File: config.mk
export PLATFORM = sky130hd
export DESIGN_NAME = pio_quad_port
export DESIGN_NICKNAME = d
export VERILOG_FILES = /design/src/rtl/pio_pkg.sv /design/src/rtl/pio_sync.sv /design/src/rtl/pio_regfile.sv /design/src/rtl/pio_pin_ctl.sv /design/src/rtl/pio_quad_port.sv
export SDC_FILE = /design/constraint.sdc
export NUM_CORES = 1
export LEC_CHECK = 0
export ABC_AREA = 1
export BUFFER_PORTS_ARGS = -buffer_cell sky130_fd_sc_hd__buf_2
export CAP_MARGIN = 20
export CORE_MARGIN = 2
export CORE_UTILIZATION = 54
export DETAILED_ROUTE_END_ITERATION = 6
export GPL_TIMING_DRIVEN = 0
export HOLD_SLACK_MARGIN = 0.03
export PLACE_DENSITY_LB_ADDON = 0.25
export SLEW_MARGIN = 20
export SYNTH_ARGS = -nofsm -noshare
export SYNTH_HDL_FRONTEND = slang
export SYNTH_SLANG_ARGS = --single-unit
File: constraint.sdc
create_clock -name clk -period 1.7 [get_ports clk]
set_clock_uncertainty 0.2 [all_clocks]
set_input_delay 0.255 -clock clk [delete_from_list [all_inputs] [get_ports clk]]
set_output_delay 0.255 -clock clk [all_outputs]
set_load 0.02 [all_outputs]
File: src/rtl/pio_pkg.sv
package pio_pkg;
  localparam int DW     = 8;
  localparam int NP     = 4;
  localparam int AW     = $clog2(2 * NP);
  localparam int IDX_C  = 2;
  localparam int IDX_D  = 3;
  localparam int C_SCLK = 2;
  localparam int C_OD   = 3;
  localparam int C_SH   = 4;
  localparam int C_SNS  = 6;

  typedef logic [DW-1:0] byte_t;
  typedef struct packed {
    byte_t oe;
    byte_t out;
  } drv_t;

  function automatic byte_t plain_read(byte_t dir, byte_t dat, byte_t pin);
    return (dir & dat) | (~dir & pin);
  endfunction

  function automatic drv_t plain_drive(byte_t dir, byte_t dat);
    drv_t r;
    r.oe  = dir;
    r.out = dat;
    return r;
  endfunction

  function automatic drv_t c_drive(byte_t dir, byte_t dat, logic smode,
                                   logic sclk_o, logic sclk_oe);
    drv_t r;
    r = plain_drive(dir, dat);
    if (smode) begin
      r.oe[C_SCLK]  = sclk_oe;
      r.out[C_SCLK] = sclk_o;
    end
    r.oe[C_OD]   = ~dir[C_OD] | dat[C_OD];
    r.out[C_OD]  = 1'b0;
    r.oe[C_SH]   = ~dir[C_SH] | dat[C_SH];
    r.out[C_SH]  = 1'b0;
    r.oe[C_SNS]  = 1'b0;
    r.out[C_SNS] = 1'b0;
    return r;
  endfunction

  function automatic byte_t c_read(byte_t dir, byte_t dat, byte_t pin, logic smode);
    byte_t r;
    r = plain_read(dir, dat, pin);
    if (smode) r[C_SCLK] = pin[C_SCLK];
    r[C_OD]  = dir[C_OD] ? dat[C_OD] : 1'b1;
    r[C_SH]  = dir[C_SH] ? dat[C_SH] : 1'b1;
    r[C_SNS] = pin[C_SNS];
    return r;
  endfunction
endpackage

File: src/rtl/pio_sync.sv
module pio_sync #(
  parameter int W      = 8,
  parameter int STAGES = 2
) (
  input  logic         clk,
  input  logic         rst_n,
  input  logic [W-1:0] d,
  output logic [W-1:0] q
);
  logic [STAGES-1:0][W-1:0] chain;

  always_ff @(posedge clk or negedge rst_n) begin
    if (!rst_n) begin
      chain <= '0;
    end else begin
      chain[0] <= d;
      for (int i = 1; i < STAGES; i++) chain[i] <= chain[i-1];
    end
  end

  assign q = chain[STAGES-1];
endmodule

File: src/rtl/pio_regfile.sv
module pio_regfile
  import pio_pkg::*;
(
  input  logic                  clk,
  input  logic                  rst_n,
  input  logic [AW-1:0]         bus_addr,
  input  logic                  bus_wr,
  input  logic                  bus_rd,
  input  byte_t                 bus_wdata,
  input  logic [NP-1:0][DW-1:0] rd_view,
  output logic [NP-1:0][DW-1:0] dat,
  output logic [NP-1:0][DW-1:0] dir,
  output byte_t                 bus_rdata,
  output logic                  strb_n,
  output logic                  d_access
);
  logic [AW-2:0] port_sel;
  logic          is_dir;

  assign port_sel = bus_addr[AW-1:1];
  assign is_dir   = bus_addr[0];
  assign d_access = (bus_wr | bus_rd) && (int'(port_sel) == IDX_D) && !is_dir;

  always_ff @(posedge clk or negedge rst_n) begin
    if (!rst_n) begin
      dat       <= '0;
      dir       <= '0;
      bus_rdata <= '0;
      strb_n    <= 1'b1;
    end else begin
      if (bus_wr) begin
        if (is_dir) dir[port_sel] <= bus_wdata;
        else        dat[port_sel] <= bus_wdata;
      end
      if (bus_rd) bus_rdata <= is_dir ? dir[port_sel] : rd_view[port_sel];
      strb_n <= !d_access;
    end
  end


  dir_store_chk: assert property (@(posedge clk) disable iff (!rst_n)
    (bus_wr && is_dir) |=> (dir[$past(port_sel)] == $past(bus_wdata)));


  rdata_hold_chk: assert property (@(posedge clk) disable iff (!rst_n)
    !bus_rd |=> $stable(bus_rdata));
endmodule

File: src/rtl/pio_pin_ctl.sv
module pio_pin_ctl
  import pio_pkg::*;
#(
  parameter bit SPECIAL = 1'b0
) (
  input  logic  clk,
  input  logic  rst_n,
  input  byte_t dir,
  input  byte_t dat,
  input  byte_t pin_sync,
  input  logic  smode,
  input  logic  sclk_o,
  input  logic  sclk_oe,
  output byte_t oe,
  output byte_t out,
  output byte_t rd_view
);
  drv_t drv;

  assign drv     = SPECIAL ? c_drive(dir, dat, smode, sclk_o, sclk_oe)
                           : plain_drive(dir, dat);
  assign rd_view = SPECIAL ? c_read(dir, dat, pin_sync, smode)
                           : plain_read(dir, dat, pin_sync);
  assign oe  = drv.oe;
  assign out = drv.out;


  plain_bit_chk: assert property (@(posedge clk) disable iff (!rst_n)
    dir[0] |-> (oe[0] && out[0] == dat[0] && rd_view[0] == dat[0]));

  generate
    if (SPECIAL) begin : g_special

      od_input_chk: assert property (@(posedge clk) disable iff (!rst_n)
        !dir[C_OD] |-> (oe[C_OD] && !out[C_OD] && rd_view[C_OD]));

      od_output_chk: assert property (@(posedge clk) disable iff (!rst_n)
        dir[C_OD] |-> (oe[C_OD] == dat[C_OD] && rd_view[C_OD] == dat[C_OD]));

      sh_input_chk: assert property (@(posedge clk) disable iff (!rst_n)
        !dir[C_SH] |-> (oe[C_SH] && !out[C_SH] && rd_view[C_SH]));

      sh_output_chk: assert property (@(posedge clk) disable iff (!rst_n)
        dir[C_SH] |-> (oe[C_SH] == dat[C_SH] && rd_view[C_SH] == dat[C_SH]));

      sense_chk: assert property (@(posedge clk) disable iff (!rst_n)
        !oe[C_SNS] && rd_view[C_SNS] == pin_sync[C_SNS]);

      sclk_lend_chk: assert property (@(posedge clk) disable iff (!rst_n)
        smode |-> (oe[C_SCLK] == sclk_oe && out[C_SCLK] == sclk_o));
    end
  endgenerate
endmodule

File: src/rtl/pio_quad_port.sv
module pio_quad_port
  import pio_pkg::*;
#(
  parameter int SYNC_STAGES = 2
) (
  input  logic          clk,
  input  logic          rst_n,
  input  logic [AW-1:0] bus_addr,
  input  logic          bus_wr,
  input  logic          bus_rd,
  input  logic [DW-1:0] bus_wdata,
  output logic [DW-1:0] bus_rdata,
  input  logic [DW-1:0] pin_in_a,
  input  logic [DW-1:0] pin_in_b,
  input  logic [DW-1:0] pin_in_c,
  input  logic [DW-1:0] pin_in_d,
  output logic [DW-1:0] pin_out_a,
  output logic [DW-1:0] pin_out_b,
  output logic [DW-1:0] pin_out_c,
  output logic [DW-1:0] pin_out_d,
  output logic [DW-1:0] pin_oe_a,
  output logic [DW-1:0] pin_oe_b,
  output logic [DW-1:0] pin_oe_c,
  output logic [DW-1:0] pin_oe_d,
  output logic          strb_n,
  input  logic          ser_mode,
  input  logic          ser_clk_o,
  input  logic          ser_clk_oe,
  output logic          ser_clk_i
);
  logic [NP-1:0][DW-1:0] pins_raw, pins_sync, dat, dir, rd_view, oe_all, out_all;
  logic                  d_access;

  assign pins_raw  = {pin_in_d, pin_in_c, pin_in_b, pin_in_a};
  assign ser_clk_i = pin_in_c[C_SCLK];

  pio_regfile u_regs (
    .clk, .rst_n, .bus_addr, .bus_wr, .bus_rd, .bus_wdata,
    .rd_view, .dat, .dir, .bus_rdata, .strb_n, .d_access
  );

  generate
    for (genvar p = 0; p < NP; p++) begin : g_port
      pio_sync #(.W(DW), .STAGES(SYNC_STAGES)) u_sync (
        .clk, .rst_n, .d(pins_raw[p]), .q(pins_sync[p])
      );
      pio_pin_ctl #(.SPECIAL(p == IDX_C)) u_ctl (
        .clk, .rst_n,
        .dir(dir[p]), .dat(dat[p]), .pin_sync(pins_sync[p]),
        .smode(ser_mode), .sclk_o(ser_clk_o), .sclk_oe(ser_clk_oe),
        .oe(oe_all[p]), .out(out_all[p]), .rd_view(rd_view[p])
      );
    end
  endgenerate

  assign pin_oe_a  = oe_all[0];
  assign pin_oe_b  = oe_all[1];
  assign pin_oe_c  = oe_all[2];
  assign pin_oe_d  = oe_all[3];
  assign pin_out_a = out_all[0];
  assign pin_out_b = out_all[1];
  assign pin_out_c = out_all[2];
  assign pin_out_d = out_all[3];


  strobe_fire_chk: assert property (@(posedge clk) disable iff (!rst_n)
    ((bus_wr || bus_rd) && bus_addr == AW'(2 * IDX_D)) |=> !strb_n);


  strobe_cause_chk: assert property (@(posedge clk) disable iff (!rst_n)
    (!((bus_wr || bus_rd) && bus_addr == AW'(2 * IDX_D))) |=> strb_n);


  strobe_src_chk: assert property (@(posedge clk) disable iff (!rst_n)
    d_access |=> !strb_n);
endmodule

# Word level (Yosys, flattened, before mapping)

Cells that the tools add are included.

Mux-type cells: 14
Order comparisons: 2
Bitwise logic cells: 22
Reduce and logical (&&, ||, !) cells: 7
Equal/unequal tests: 1

Operators with widths:

| operator                                                          | count |
|---|---|
| AND 8 bit                                                         | 8 |
| bitwise mux 32 bit                                                | 2 |
| binary-select mux 8 bit (select 2 bit)                            | 2 |
| 2-to-1 mux 8 bit                                                  | 4 |
| inverter 8 bit                                                    | 4 |
| OR 8 bit                                                          | 4 |
| demux 8 bit (select 2 bit)                                        | 1 |
| 2-to-1 mux 1 bit                                                  | 5 |
| AND reduction 2 bit                                               | 2 |
| logical AND 1 bit                                                 | 3 |
| < comparator 2 x 3 -> 1 bit, second input constant                | 1 |
| inverter 1 bit                                                    | 3 |
| OR 1 bit                                                          | 3 |
| equality test 2 x 1 -> 1 bit, second input constant               | 1 |
| greater-or-equal comparator 2 x 1 -> 1 bit, second input constant | 1 |
| logical NOT 1 bit                                                 | 2 |

Logic and storage cells: 64
Bits of input ports: 50
Bits in registers: 137

# Depth between registers and ports, before layout

Depth in word-level cells: 7
Mapped depth: 10
Depth with buffers taken out: 9

# By module

Synthesis repeated with hierarchy kept, for this count alone.

Cell total of the unflattened synthesis: 711
Area, all modules: 6392.4 µm²

Modules (own cells, without submodules):

| module                             | area an instance (µm²) | cells each | times used | sequential area each (µm²) |
|---|---|---|---|---|
| pio_regfile                        | 3599.7                 | 428        | 1          | 1828.0 |
| pio_sync                           | 460.4                  | 24         | 4          | 400.4 |
| pio_pin_ctl at g_port[0].u_ctl ... | 240.2                  | 48         | 3          | 0.0 |
| pio_pin_ctl at g_port[2].u_ctl     | 222.7                  | 42         | 1          | 0.0 |
| pio_quad_port                      | 7.5                    | 1          | 1          | 0.0 |

# Worst setup path after synthesis

OpenSTA, ideal clock, no wires.

Path type: input port to flip-flop
From: input port bus_addr[2]
To: register u_regs.bus_rdata[5]
Data required time: 1.384 ns
Stages: 10
Setup time: 0.116 ns
Arrival: 1.001 ns
Setup slack: 0.382 ns
Path buffers: 2
Path through: buf_6 > inv_4 > nor2_8 > buf_6 > nand2_1 > nand2_1 > nor2_1 > nor2_1 > nand2_1 > nand2_1

Word-level cells in the longest chain between the ends: 3
Elaborated cells on any way between the ends: 5
Those cells by class: mux (5)

RTL lines:

| what                                   | RTL line           | RTL |
|---|---|---|
| start: declaration                     | pio_quad_port.sv:8 | `input logic [AW-1:0] bus_addr,` |
| binary-select mux 8 bit (select 2 bit) | pio_regfile.sv:35  | `if (bus_rd) bus_rdata <= is_dir ? dir[port_sel] : rd_view[port_sel];` |
| 2-to-1 mux 8 bit (implied by the code) | pio_regfile.sv:35  |  |
| 2-to-1 mux 8 bit (*)                   | pio_regfile.sv:35  |  |
| end signal: assignment                 | pio_regfile.sv:35  |  |
| end: declaration                       | pio_regfile.sv:13  | `output byte_t bus_rdata,` |

Mark *: on every way between the ends. The rest lies on a longest branch, timed or not. The select of a mux whose other input is x is not followed.
A chain may end at the register's enable or synchronous reset.

# Final worst setup path

From: register u_regs.dir[21] in the netlist's numbering
To: output port pin_oe_c[5]

RTL lines:

| what                             | RTL line            | RTL |
|---|---|---|
| start: declaration               | pio_regfile.sv:12   | `output logic [NP-1:0][DW-1:0] dir,` |
| start signal: indexed assignment | pio_regfile.sv:32   | `if (is_dir) dir[port_sel] <= bus_wdata;` |
| end: declaration                 | pio_quad_port.sv:23 | `output logic [DW-1:0] pin_oe_c,` |

No word-level cell between the ends.

==> reports/summary.json <==
{
  "pwr": {
    "p_switching_uw": 2990,
    "power_share_of_the_clock_group_pct": 36.0,
    "peakVddDrop_mv": 0.977,
    "swShare_pct": 29.5,
    "internal-power_uw": 7140,
    "static-leakage-power_uw": 0.00436,
    "share_of_power_burned_in_combinational_logic_pct": 26.3,
    "total_power_uw": 10100,
    "p_per_area_nw_per_um2": 1250,
    "power_frac_seq_pct": 37.7
  },
  "place": {
    "place_worst_setup_slack_ns": 0.0235,
    "io_buffer_count": 116,
    "dp.final_hpwl_um": 10300,
    "gp_congestion": 0.908
  },
  "min_path": {
    "hold_path_class": "input port to asynchronous set/reset pin"
  },
  "sta": {
    "setup_total_negative_slack_ns": 0,
    "report.final.hold_viol_count": 0,
    "relSlewSlack_pct": 64.9,
    "final.period_utilization_pct": 98.9,
    "finalWorstPathRequiredPeriod_ns": 1.68,
    "report.final.slew_viol_count": 0,
    "max_freq_mhz": 595,
    "setup_violations": 0,
    "final.setup.worst_slack_ns": 0.0182,
    "unrepaired_setup_endpoints_after_global_routing": "yes",
    "worst-slew-pin-transition_ns": 0.527
  },
  "grt": {
    "globalRoute.busiestLayer": "met2",
    "global_route_wire_length_before_repair_um": 25600,
    "grt_pass1_vias": 5174,
    "groute.usage.overall_pct": 29.8,
    "grt_start_max_net_pins": 86,
    "globalRouteOverflowTotal": 0,
    "grtUsageMet3_pct": 7.20,
    "grt_util_met1_pct": 36.8,
    "use_met2_pct": 49.0,
    "number_of_antenna_violations_at_the_first_check_in_global_routing": 0
  },
  "synth": {
    "share_of_synthesized_flip_flops_with_an_asynchronous_set_or_reset_pct": 100,
    "synth.avg_cell_area_um2": 8.93,
    "synth.top_cells.by_count": "sky130_fd_sc_hd__nand2_1, sky130_fd_sc_hd__dfrtp_1, sky130_fd_sc_hd__inv_1",
    "synth_top_area_cell": "sky130_fd_sc_hd__dfrtp_1",
    "synth_edf_count": 0,
    "post-synth-top-area-fraction_pct": 56.7,
    "synth-warning-count": 0,
    "seq_area_frac_synth_pct": 57.2,
    "yosys_register_bits": 132,
    "ys.flop_type": "sky130_fd_sc_hd__dfrtp_1",
    "post_synth_instance_area_um2": 5780,
    "synth.most_common_cell": "sky130_fd_sc_hd__nand2_1",
    "syn_inst": 647,
    "yosys-top-cells-area": "sky130_fd_sc_hd__dfrtp_1, sky130_fd_sc_hd__nand2_1, sky130_fd_sc_hd__buf_4",
    "post_synth_num_cell_types": 24
  },
  "cells_and_area": {
    "fin_util_pct": 78.4,
    "share_of_post_route_cells_with_drive_strength_above_1_pct": 33.1,
    "insertedDiodeCount": 0,
    "final_net_count": 930,
    "area_growth_from_synthesis_to_final_layout_pct": 40.7
  },
  "worst_setup_path": {
    "worst_r2r_path_depth": 8,
    "critical_path.startpoint_type": "register",
    "max_stage_delay_ns": 0.45,
    "rr_startpoint": "u_regs.dir[15]",
    "rr_endpoint": "u_regs.bus_rdata[7]",
    "crit_path_category": "register to output pin",
    "end_kind": "output pin",
    "timing.critical_path.required_ns": 1.24,
    "critical_path.cell_chain": "buf_6 > buf_6",
    "critical_path_arrival_ns": 1.23,
    "critical-path-slowest-cell": "sky130_fd_sc_hd__dfrtp_2",
    "worstPathBufferInverterCount": 2,
    "worst_path_most_repeated_cell": "sky130_fd_sc_hd__buf_6",
    "critical_path_peak_fanout": 4,
    "setup.reg_to_reg.worst_slack_ns": 0.15,
    "crit_family": "flip-flops"
  },
  "clock_network": {
    "cts-htree-levels": 4,
    "numClockSinks": 132,
    "insertion_delay_ns": 0.53,
    "inserted_clock_buffers": 17,
    "cts_tree": "done",
    "clk_path_buf_depth": 2,
    "cts.reportedPaths.clkPinSlew_ns": 0.06,
    "ctsRootBufferMaster": "sky130_fd_sc_hd__clkbuf_8"
  },
  "detailed_routing": {
    "routed_wl_um": 16400,
    "drc": 0,
    "drt_iter0_markers": 337,
    "drt-wirelength-per-cell_um": 16.0,
    "detailed_routing_iteration_count_for_the_pre_antenna_repair_pass": 6,
    "vias_per_cell": 5.06,
    "residual_antenna_violating_net_count_after_detailed_routing": 0,
    "dr_total_vias": 5197
  },
  "die": {
    "die_w_um": 107,
    "core_region_area_um2": 10400,
    "start_util_pct": 55.7,
    "placementRows": 37,
    "die_height_um": 107,
    "dieArea_um2": 11500,
    "ios": 124
  },
  "job": {
    "maxcap_violations": 0
  },
  "outcome": {
    "status": "finished clean"
  }
}
==> registers in the layout, summed over array words and instances, names as in the netlist <==
| register | flops |
|---|---|
| u_regs.dat | 31 |
| u_regs.bus_rdata | 8 |
| g_port.u_sync.q | 30 |
| g_port.u_sync.chain | 30 |
| u_regs.dir | 32 |
| u_regs.strb_n | 1 |
==> per-layer routing <==
metal	wire, µm	part of all wire (%)	vias up
met5	0	0	-
met4	630	3.8	0
met3	1220	7.4	50
met2	8230	50	251
met1	6360	39	2494
li1	-	-	2402
==> power by group through the flow <==
| stage | clock, µW | sequential, µW | combinational [µW] |
|---|---|---|---|
| floorplan | 0 | 3860 | 1390 |
| global placement | 0 | 3940 | 1950 |
| detailed placement | 0 | 3940 | 2000 |
| CTS | 3680 | 3810 | 2430 |
| global route | 3830 | 3850 | 2900 |
| finish | 3640 | 3820 | 2670 |
==> worst max path at each step <==
stage	start	to	slack [ns]	cells past startpoint
global route	u_regs.dat[18]	pin_out_c[2]	-0.02	3
detailed placement	bus_addr[0]	u_regs.dat[5]	0.02	8
finish	u_regs.dir[21]	pin_oe_c[5]	0.02	2
CTS	u_regs.dir[21]	pin_oe_c[5]	0.0009	2
floorplan	bus_addr[2]	u_regs.bus_rdata[5]	0.38	10
global placement	rst_n	g_port[1].u_sync.chain[5]	-1.49	1
==> cell usage in the layout (no fill, tap or decap), types with 3 or more instances in the layout <==
master	Yosys	routed
sky130_fd_sc_hd__nor2_8	3	3
sky130_fd_sc_hd__inv_1	87	86
sky130_fd_sc_hd__bufinv_16	0	3
sky130_fd_sc_hd__conb_1	1	4
sky130_fd_sc_hd__or2_2	4	4
sky130_fd_sc_hd__dfrtp_1	131	125
sky130_fd_sc_hd__inv_2	3	4
sky130_fd_sc_hd__clkbuf_8	0	4
sky130_fd_sc_hd__buf_6	2	16
sky130_fd_sc_hd__dlygate4sd3_1	0	52
sky130_fd_sc_hd__dfrtp_2	0	6
sky130_fd_sc_hd__o21ai_0	52	50
sky130_fd_sc_hd__clkbuf_16	0	16
sky130_fd_sc_hd__nand2_1	166	162
sky130_fd_sc_hd__clkbuf_1	2	5
sky130_fd_sc_hd__nand3_1	54	54
sky130_fd_sc_hd__nor3_1	4	4
sky130_fd_sc_hd__o21ai_1	17	18
sky130_fd_sc_hd__buf_2	9	103
sky130_fd_sc_hd__nand2_2	7	11
sky130_fd_sc_hd__buf_4	63	112
sky130_fd_sc_hd__nor2_1	31	31
sky130_fd_sc_hd__o211ai_1	3	3
==> kinds of logic (layout without fill, tap and decap cells) <==
kind of cell | after synthesis | in the layout | share of synthesized area, %
other | 1 | 4 | 0.0649
AO/OA/AOI/OAI | 75 | 75 | 6.65
buffers and inverters | 167 | 409 | 15.4
flip-flops | 132 | 132 | 57.2
AND/OR/NAND/NOR | 272 | 272 | 20.6
==> timing repair <==
item | 4_1_cts | 5_1_grt
setup endpoints to repair | 32 | 36
setup buffers | 29 | 18
gates resized for setup | 13 | 36
hold endpoints to repair | 229 | 0
hold buffers | 52 | 0
pin swaps | 0 | 2
==> cell type report <==
class,count,area (µm²)
Timing Repair Buffer,216,1590
Sequential cell,132,3310
Buffer,71,514
Fill cell,713,2240
Inverter,91,344
Tap cell,136,170
Multi-Input combinational cell,351,1610
Clock inverter,8,125
Clock buffer,23,467
==> worst register-to-register path, delay by kind of cell, from the launching register on <==
family	cells	cell delay, ns
AND/OR/NAND/NOR	6	0.64
flip-flops	1	0.38
buffers and inverters	2	0.21
==> stage by stage <==
stage | instance area, µm² | hold WS, ns | instances
2_1_floorplan | 5790 | -0.241 | 650
3_3_place_gp | 6540 | 0.132 | 902
3_5_place_dp | 6580 | -0.0253 | 903
4_1_cts | 7920 | 0.0154 | 1014
5_1_grt | 8130 | 0.0310 | 1028
6_report | 8130 | 0.0155 | 1028
(Power assumes the default switching activity.)
